### src/rtl/vtg_pkg.sv
package vtg_pkg;
  localparam int TW   = 13;
  localparam int NSIG = 5;

  // signal index, equal to its polarity bit position
  localparam int S_VB = 0;
  localparam int S_HB = 1;
  localparam int S_VS = 2;
  localparam int S_HS = 3;
  localparam int S_AV = 4;

  // word addresses
  localparam int A_CTRL  = 0;
  localparam int A_STAT  = 1;
  localparam int A_IEN   = 2;
  localparam int A_POL   = 3;
  localparam int A_HSIZE = 4;
  localparam int A_VSIZE = 5;
  localparam int A_ACT   = 6;
  localparam int A_HSYNC = 7;
  localparam int A_VSL   = 8;
  localparam int A_VSP   = 9;
  localparam int A_VBP   = 10;

  localparam int CTRL_COMMIT = 1;
  localparam int CTRL_EN     = 2;
  localparam int ST_VB       = 12;
  localparam int ST_AV       = 13;

  typedef struct packed {
    logic [TW-1:0]   hsize;
    logic [TW-1:0]   vsize;
    logic [TW-1:0]   act_h;
    logic [TW-1:0]   act_v;
    logic [TW-1:0]   hs_start;
    logic [TW-1:0]   hs_end;
    logic [TW-1:0]   vs_start_l;
    logic [TW-1:0]   vs_end_l;
    logic [TW-1:0]   vs_start_p;
    logic [TW-1:0]   vs_end_p;
    logic [TW-1:0]   vb_start_p;
    logic [TW-1:0]   vb_end_p;
    logic [NSIG-1:0] pol;
  } timing_t;

  localparam timing_t TIMING_RST = '{pol: {NSIG{1'b1}}, default: '0};
endpackage

### src/rtl/vtg_regs.sv
module vtg_regs
  import vtg_pkg::*;
#(
  parameter int ADDR_W = 4
) (
  input  logic              clk,
  input  logic              rst,
  input  logic              wr_en,
  input  logic [ADDR_W-1:0] wr_addr,
  input  logic [31:0]       wr_data,
  input  logic [ADDR_W-1:0] rd_addr,
  input  logic              frame_end,
  input  logic [1:0]        onset,
  output logic [31:0]       rd_data,
  output timing_t           work,
  output logic              en,
  output logic [1:0]        stat,
  output logic              irq
);
  timing_t    shadow;
  logic       pending;
  logic [1:0] ien;
  logic       commit_wr;
  logic       load;
  logic [1:0] clr;

  assign commit_wr = wr_en && (wr_addr == ADDR_W'(A_CTRL)) && wr_data[CTRL_COMMIT];
  // stopped: load at once; running: load on the edge that wraps to frame start
  assign load = (commit_wr || pending) && (!en || frame_end);
  assign clr  = (wr_en && wr_addr == ADDR_W'(A_STAT)) ? {wr_data[ST_AV], wr_data[ST_VB]} : 2'b00;
  assign irq  = |(stat & ien);

  always_ff @(posedge clk) begin
    if (rst) begin
      shadow  <= TIMING_RST;
      work    <= TIMING_RST;
      pending <= 1'b0;
      en      <= 1'b0;
      stat    <= '0;
      ien     <= '0;
    end else begin
      if (wr_en) begin
        case (wr_addr)
          ADDR_W'(A_CTRL):  en <= wr_data[CTRL_EN];
          ADDR_W'(A_IEN):   ien <= {wr_data[ST_AV], wr_data[ST_VB]};
          ADDR_W'(A_POL):   shadow.pol <= wr_data[NSIG-1:0];
          ADDR_W'(A_HSIZE): shadow.hsize <= wr_data[TW-1:0];
          ADDR_W'(A_VSIZE): shadow.vsize <= wr_data[TW-1:0];
          ADDR_W'(A_ACT):   begin shadow.act_h <= wr_data[TW-1:0];      shadow.act_v <= wr_data[16+:TW];    end
          ADDR_W'(A_HSYNC): begin shadow.hs_start <= wr_data[TW-1:0];   shadow.hs_end <= wr_data[16+:TW];   end
          ADDR_W'(A_VSL):   begin shadow.vs_start_l <= wr_data[TW-1:0]; shadow.vs_end_l <= wr_data[16+:TW]; end
          ADDR_W'(A_VSP):   begin shadow.vs_start_p <= wr_data[TW-1:0]; shadow.vs_end_p <= wr_data[16+:TW]; end
          ADDR_W'(A_VBP):   begin shadow.vb_start_p <= wr_data[TW-1:0]; shadow.vb_end_p <= wr_data[16+:TW]; end
          default: ;
        endcase
      end
      pending <= (commit_wr || pending) && !load;
      if (load) work <= shadow;
      stat <= (stat & ~clr) | onset;
    end
  end

  always_ff @(posedge clk) begin
    if (rst) rd_data <= '0;
    else begin
      rd_data <= '0;
      case (rd_addr)
        ADDR_W'(A_CTRL):  rd_data[CTRL_EN] <= en;
        ADDR_W'(A_STAT):  begin rd_data[ST_VB] <= stat[0]; rd_data[ST_AV] <= stat[1]; end
        ADDR_W'(A_IEN):   begin rd_data[ST_VB] <= ien[0];  rd_data[ST_AV] <= ien[1];  end
        ADDR_W'(A_POL):   rd_data[NSIG-1:0] <= shadow.pol;
        ADDR_W'(A_HSIZE): rd_data[TW-1:0] <= shadow.hsize;
        ADDR_W'(A_VSIZE): rd_data[TW-1:0] <= shadow.vsize;
        ADDR_W'(A_ACT):   begin rd_data[TW-1:0] <= shadow.act_h;      rd_data[16+:TW] <= shadow.act_v;    end
        ADDR_W'(A_HSYNC): begin rd_data[TW-1:0] <= shadow.hs_start;   rd_data[16+:TW] <= shadow.hs_end;   end
        ADDR_W'(A_VSL):   begin rd_data[TW-1:0] <= shadow.vs_start_l; rd_data[16+:TW] <= shadow.vs_end_l; end
        ADDR_W'(A_VSP):   begin rd_data[TW-1:0] <= shadow.vs_start_p; rd_data[16+:TW] <= shadow.vs_end_p; end
        ADDR_W'(A_VBP):   begin rd_data[TW-1:0] <= shadow.vb_start_p; rd_data[16+:TW] <= shadow.vb_end_p; end
        default: ;
      endcase
    end
  end
endmodule

### src/rtl/vtg_counter.sv
module vtg_counter #(
  parameter int W = 13
) (
  input  logic         clk,
  input  logic         rst,
  input  logic         en,
  input  logic         ce,
  input  logic [W-1:0] hsize,
  input  logic [W-1:0] vsize,
  output logic [W-1:0] h,
  output logic [W-1:0] v,
  output logic         frame_end
);
  logic h_last, v_last;

  // widened compare so a size of 0 cannot underflow
  assign h_last    = ({1'b0, h} + 1'b1) >= {1'b0, hsize};
  assign v_last    = ({1'b0, v} + 1'b1) >= {1'b0, vsize};
  assign frame_end = en && ce && h_last && v_last;

  always_ff @(posedge clk) begin
    if (rst || !en) begin
      h <= '0;
      v <= '0;
    end else if (ce) begin
      if (h_last) begin
        h <= '0;
        v <= v_last ? '0 : v + 1'b1;
      end else begin
        h <= h + 1'b1;
      end
    end
  end
endmodule

### src/rtl/vtg_decode.sv
module vtg_decode
  import vtg_pkg::*;
(
  input  logic            clk,
  input  logic            rst,
  input  logic            en,
  input  logic [TW-1:0]   h,
  input  logic [TW-1:0]   v,
  input  timing_t         t,
  output logic [NSIG-1:0] pins,
  output logic [NSIG-1:0] raw,
  output logic [NSIG-1:0] onset
);
  logic [NSIG-1:0] nxt;
  logic [2*TW-1:0] pos;

  assign pos = {v, h};

  always_comb begin
    nxt = '0;
    if (en) begin
      nxt[S_HB] = h >= t.act_h;
      nxt[S_AV] = (h < t.act_h) && (v < t.act_v);
      nxt[S_HS] = (h >= t.hs_start) && (h < t.hs_end);
      nxt[S_VS] = (pos >= {t.vs_start_l, t.vs_start_p}) && (pos < {t.vs_end_l, t.vs_end_p});
      nxt[S_VB] = (pos >= {t.act_v, t.vb_start_p}) || ((v == '0) && (h < t.vb_end_p));
    end
  end

  assign onset = nxt & ~raw;

  always_ff @(posedge clk) begin
    if (rst) raw <= '0;
    else     raw <= nxt;
  end

  for (genvar i = 0; i < NSIG; i++) begin : g_pol
    always_ff @(posedge clk) begin
      if (rst) pins[i] <= 1'b0;
      else     pins[i] <= nxt[i] ~^ t.pol[i];
    end
  end
endmodule

### src/rtl/raster_timing_gen.sv
module raster_timing_gen
  import vtg_pkg::*;
#(
  parameter int ADDR_W = 4
) (
  input  logic              clk,
  input  logic              rst,
  input  logic              pix_ce,
  input  logic              wr_en,
  input  logic [ADDR_W-1:0] wr_addr,
  input  logic [31:0]       wr_data,
  input  logic [ADDR_W-1:0] rd_addr,
  output logic [31:0]       rd_data,
  output logic              hsync,
  output logic              vsync,
  output logic              hblank,
  output logic              vblank,
  output logic              active,
  output logic              irq
);
  timing_t         work;
  logic            en;
  logic [1:0]      stat;
  logic            frame_end;
  logic [TW-1:0]   hcnt, vcnt;
  logic [NSIG-1:0] pins, raw, onset;

  vtg_regs #(.ADDR_W(ADDR_W)) u_regs (
    .clk(clk), .rst(rst), .wr_en(wr_en), .wr_addr(wr_addr), .wr_data(wr_data),
    .rd_addr(rd_addr), .frame_end(frame_end), .onset({onset[S_AV], onset[S_VB]}),
    .rd_data(rd_data), .work(work), .en(en), .stat(stat), .irq(irq)
  );

  vtg_counter #(.W(TW)) u_cnt (
    .clk(clk), .rst(rst), .en(en), .ce(pix_ce), .hsize(work.hsize), .vsize(work.vsize),
    .h(hcnt), .v(vcnt), .frame_end(frame_end)
  );

  vtg_decode u_dec (
    .clk(clk), .rst(rst), .en(en), .h(hcnt), .v(vcnt), .t(work),
    .pins(pins), .raw(raw), .onset(onset)
  );

  assign vblank = pins[S_VB];
  assign hblank = pins[S_HB];
  assign vsync  = pins[S_VS];
  assign hsync  = pins[S_HS];
  assign active = pins[S_AV];
endmodule

### config.mk
export PLATFORM = sky130hd
export DESIGN_NAME = raster_timing_gen
export DESIGN_NICKNAME = d
export VERILOG_FILES = /design/src/rtl/vtg_pkg.sv /design/src/rtl/vtg_regs.sv /design/src/rtl/vtg_counter.sv /design/src/rtl/vtg_decode.sv /design/src/rtl/raster_timing_gen.sv
export SDC_FILE = /design/constraint.sdc
export NUM_CORES = 1
export LEC_CHECK = 0
export ABC_AREA = 1
export ABC_CLOCK_PERIOD_IN_PS = 3600
export BUFFER_PORTS_ARGS = -buffer_cell sky130_fd_sc_hd__buf_2
export CELL_PAD_IN_SITES_DETAIL_PLACEMENT = 1
export CELL_PAD_IN_SITES_GLOBAL_PLACEMENT = 2
export CORE_ASPECT_RATIO = 1.5
export CORE_MARGIN = 5
export CORE_UTILIZATION = 36
export DETAILED_ROUTE_END_ITERATION = 12
export PLACE_DENSITY = 0.89
export SLEW_MARGIN = 40
export SYNTH_ARGS = -nofsm -noshare
export SYNTH_HDL_FRONTEND = slang
export SYNTH_SLANG_ARGS = --single-unit
### constraint.sdc
create_clock -name clk -period 3.6 [get_ports clk]
set_input_delay 0.18 -clock clk [delete_from_list [all_inputs] [get_ports clk]]
set_output_delay 0.18 -clock clk [all_outputs]
set_load 0.05 [all_outputs]
==> flow_summary.json <==
{
  "crit_arrival_ps": 3670,
  "syn_inst": 2747,
  "yosysUniqueCellTypes": 46,
  "ir_drop_v": 0.000491,
  "die_width_um": 203,
  "cp_slowest_cell": "dfxtp_1",
  "rows": 106,
  "io_buffer_count": 71,
  "fin_skew_ps": 25.6,
  "critPathMostFrequentCell": "nand2_1",
  "hold_class": "input port to flop",
  "ant_nets": 0,
  "drt_iter0_drc": 1050,
  "syn_area_mm2": 0.0202,
  "crit_buf_inv": 3,
  "finalSetupViolations": 0,
  "cp_cell_sequence": "ha_1, nand2_1, nor2_1, nand2_1, nor3_1, inv_1, nand2_1, inv_1, ha_1, nand2_1, o21ai_0, nor2_1, nand2_1, nand2_1, nand2_1, nand3_4, nand2_8, buf_16, nand2_1, nand2_1, nand3_1",
  "clk_latency_ps": 550,
  "multi_input_area_mm2": 0.0101,
  "status": "completed",
  "dp_cells": 3436,
  "max_cap_viol_count": 0,
  "grt_max_degree": 172,
  "die_y_um": 300,
  "fin_crit_sh_pct": 90.7,
  "synth_common_cells": "inv_1, dfxtp_1, nand2_1, a21oi_1, nor2_1",
  "yosys-top-cells-area": "dfxtp_1, ha_1, a21oi_1",
  "clkTransAtPathRegs_ps": 60,
  "nFillCells": 6878,
  "async_flop_share_pct": 0,
  "critPathRequiredTime_ps": 4010,
  "regArea_mm2": 0.00777,
  "post-place-ws_ps": -24.0,
  "tightest_slew_ps": 824,
  "areaGrowthSynthToFinish_pct": 13.5,
  "initial_core_util_pct": 36.3,
  "synth-main-ff-cell": "dfxtp_1",
  "grt_pass1_vias": 19424,
  "wl_mm": 71.1,
  "cts_root_buf": "clkbuf_16",
  "critPathMaxStageDelay_ps": 380,
  "path_class": "flop to flop",
  "startpoint_type": "flop",
  "maxSlewHeadroom_pct": 44.9,
  "antenna_cells": 0,
  "cp_top_family": "simple AND/OR/NAND/NOR gates",
  "final_cells": 3519,
  "total_power_mw": 9.40,
  "max_freq_ghz": 0.306,
  "grt_usage_pct": 22.7,
  "synth_edf_count": 0,
  "nets": 2991,
  "ios": 82,
  "rsz0062_at_grt": "no",
  "first_pass_iters": 5,
  "power.density_mw_per_mm2": 411,
  "fin_area_mm2": 0.0229,
  "grt_first_pass_wirelength_mm": 110,
  "ys_seq_elements": 388,
  "tritoncts": "done",
  "synth_top_area_share_pct": 38.5,
  "finalSetupTns_ps": 0,
  "yosysWarnings": 0,
  "grt.overflow.total": 0,
  "end_kind": "flop",
  "ys_seq_area_share_pct": 38.5,
  "cts_buffers": 40,
  "finalCriticalPeriod_ps": 3270,
  "drive_gt1_share_pct": 11.1,
  "vias": 18768,
  "routedWlPerCell_um": 20.2,
  "cts_buffer_depth": 3,
  "htree_levels": 2,
  "gp_congestion": 0.905,
  "cts_sinks": 388,
  "core_area_mm2": 0.0556,
  "timing.final.ws_setup_ps": 334,
  "die-area_mm2": 0.0609,
  "synth_area_per_cell_um2": 7.34,
  "hold_viol_final": 0,
  "p_leak_nw": 9.33,
  "drv_slew": 0,
  "synth_area_leader_cell": "dfxtp_1",
  "drc": 0,
  "viasPerCell": 5.33,
  "hpwl_mm": 52.1,
  "place_area_mm2": 0.0214,
  "yosysMostFrequentCell": "inv_1",
  "path_max_fanout": 48,
  "grt_antenna_before_repair": 2,
  "post-cts-setup-buffers": 0
}
[placed cells by master, fill, tap and decap left out, types with 6 or more instances in the layout]
| master | n |
|---|---|
| nand2_1 | 371 |
| nand4_1 | 20 |
| nand3_1 | 210 |
| o21ai_0 | 189 |
| a21oi_1 | 314 |
| dlygate4sd3_1 | 14 |
| a21oi_2 | 91 |
| a221oi_1 | 12 |
| nor2_1 | 265 |
| nor3_1 | 20 |
| xor2_1 | 17 |
| buf_4 | 59 |
| buf_12 | 11 |
| buf_2 | 70 |
| a22oi_1 | 8 |
| ha_1 | 157 |
| o22ai_1 | 50 |
| clkbuf_1 | 8 |
| clkbuf_16 | 42 |
| clkinv_2 | 6 |
| inv_1 | 402 |
| clkbuf_8 | 8 |
| a211oi_1 | 14 |
| dfxtp_1 | 386 |
[state kept, by name, indices dropped and copies added (netlist names), 5 cells and up]
register,count
u_dec.pins,5
u_regs.work,161
u_cnt.h,13
u_regs.shadow,161
u_cnt.v,13
u_regs.rd_data,27
[worst paths after layout]
| check | start | to | slack (ps) | cells after the start |
|---|---|---|---|---|
| min reg2reg | u_dec.raw[0] | u_regs.stat[0] | 430 | 1 |
| min | rd_addr[2] | u_regs.rd_data[13] | 6 | 4 |
| max | u_cnt.v[1] | u_regs.work[3] | 330 | 21 |
| max reg2reg | u_cnt.v[1] | u_regs.work[3] | 330 | 21 |
[worst min-delay path, stage by stage]
cell     delay (ps)
buf_2           110
nor3_1           70
nand3_1          60
o21ai_0          70
[metrics by stage]
stage | hold slack, ps | utilization [%]
2_1_floorplan | 306 | -
3_3_place_gp | 409 | 38.4
5_1_grt | 28.8 | 41.2
4_1_cts | 0.307 | 41.1
3_5_place_dp | 418 | 38.4
6_report | 5.88 | 41.2
[logic make-up after synthesis]
| family | count (synthesis) | share of synthesized area (%) |
|---|---|---|
| flops | 388 | 38.5 |
| compound gates | 705 | 20.4 |
| xor+xnor | 19 | 0.825 |
| other cells | 1 | 0.0186 |
| simple gates | 907 | 18.9 |
| buf+inv | 570 | 11.6 |
| fa+ha+maj | 157 | 9.74 |
[layout make-up]
type,instances,area share (%)
clock buffer,58,5.21
clock inverter,11,0.634
timing repair buffer,157,5.33
sequential,388,34.0
inverter,410,6.78
multi-input combinational,1793,44.2
tap,702,3.84
[power breakdown]
| group | internal [mW] | switching [mW] |
|---|---|---|
| combinational | 0.206 | 0.480 |
| sequential | 4.36 | 0.0342 |
| clock | 2.51 | 1.80 |
[routing by layer]
layer  global-route usage [%]  share of wire [%]
met2                     40.2                 50
met5                        0              0.018
met3                     2.38                3.8
met1                     28.2                 42
met4                     9.29                4.4
[repair_timing]
item,CTS,global route
setup endpoints to repair,31,158
gates resized for setup,2,9
endpoints found under the hold margin,49,0
hold buffers,14,0
gates cloned,0,0
Note: power is estimated with default switching activity, not from simulation.
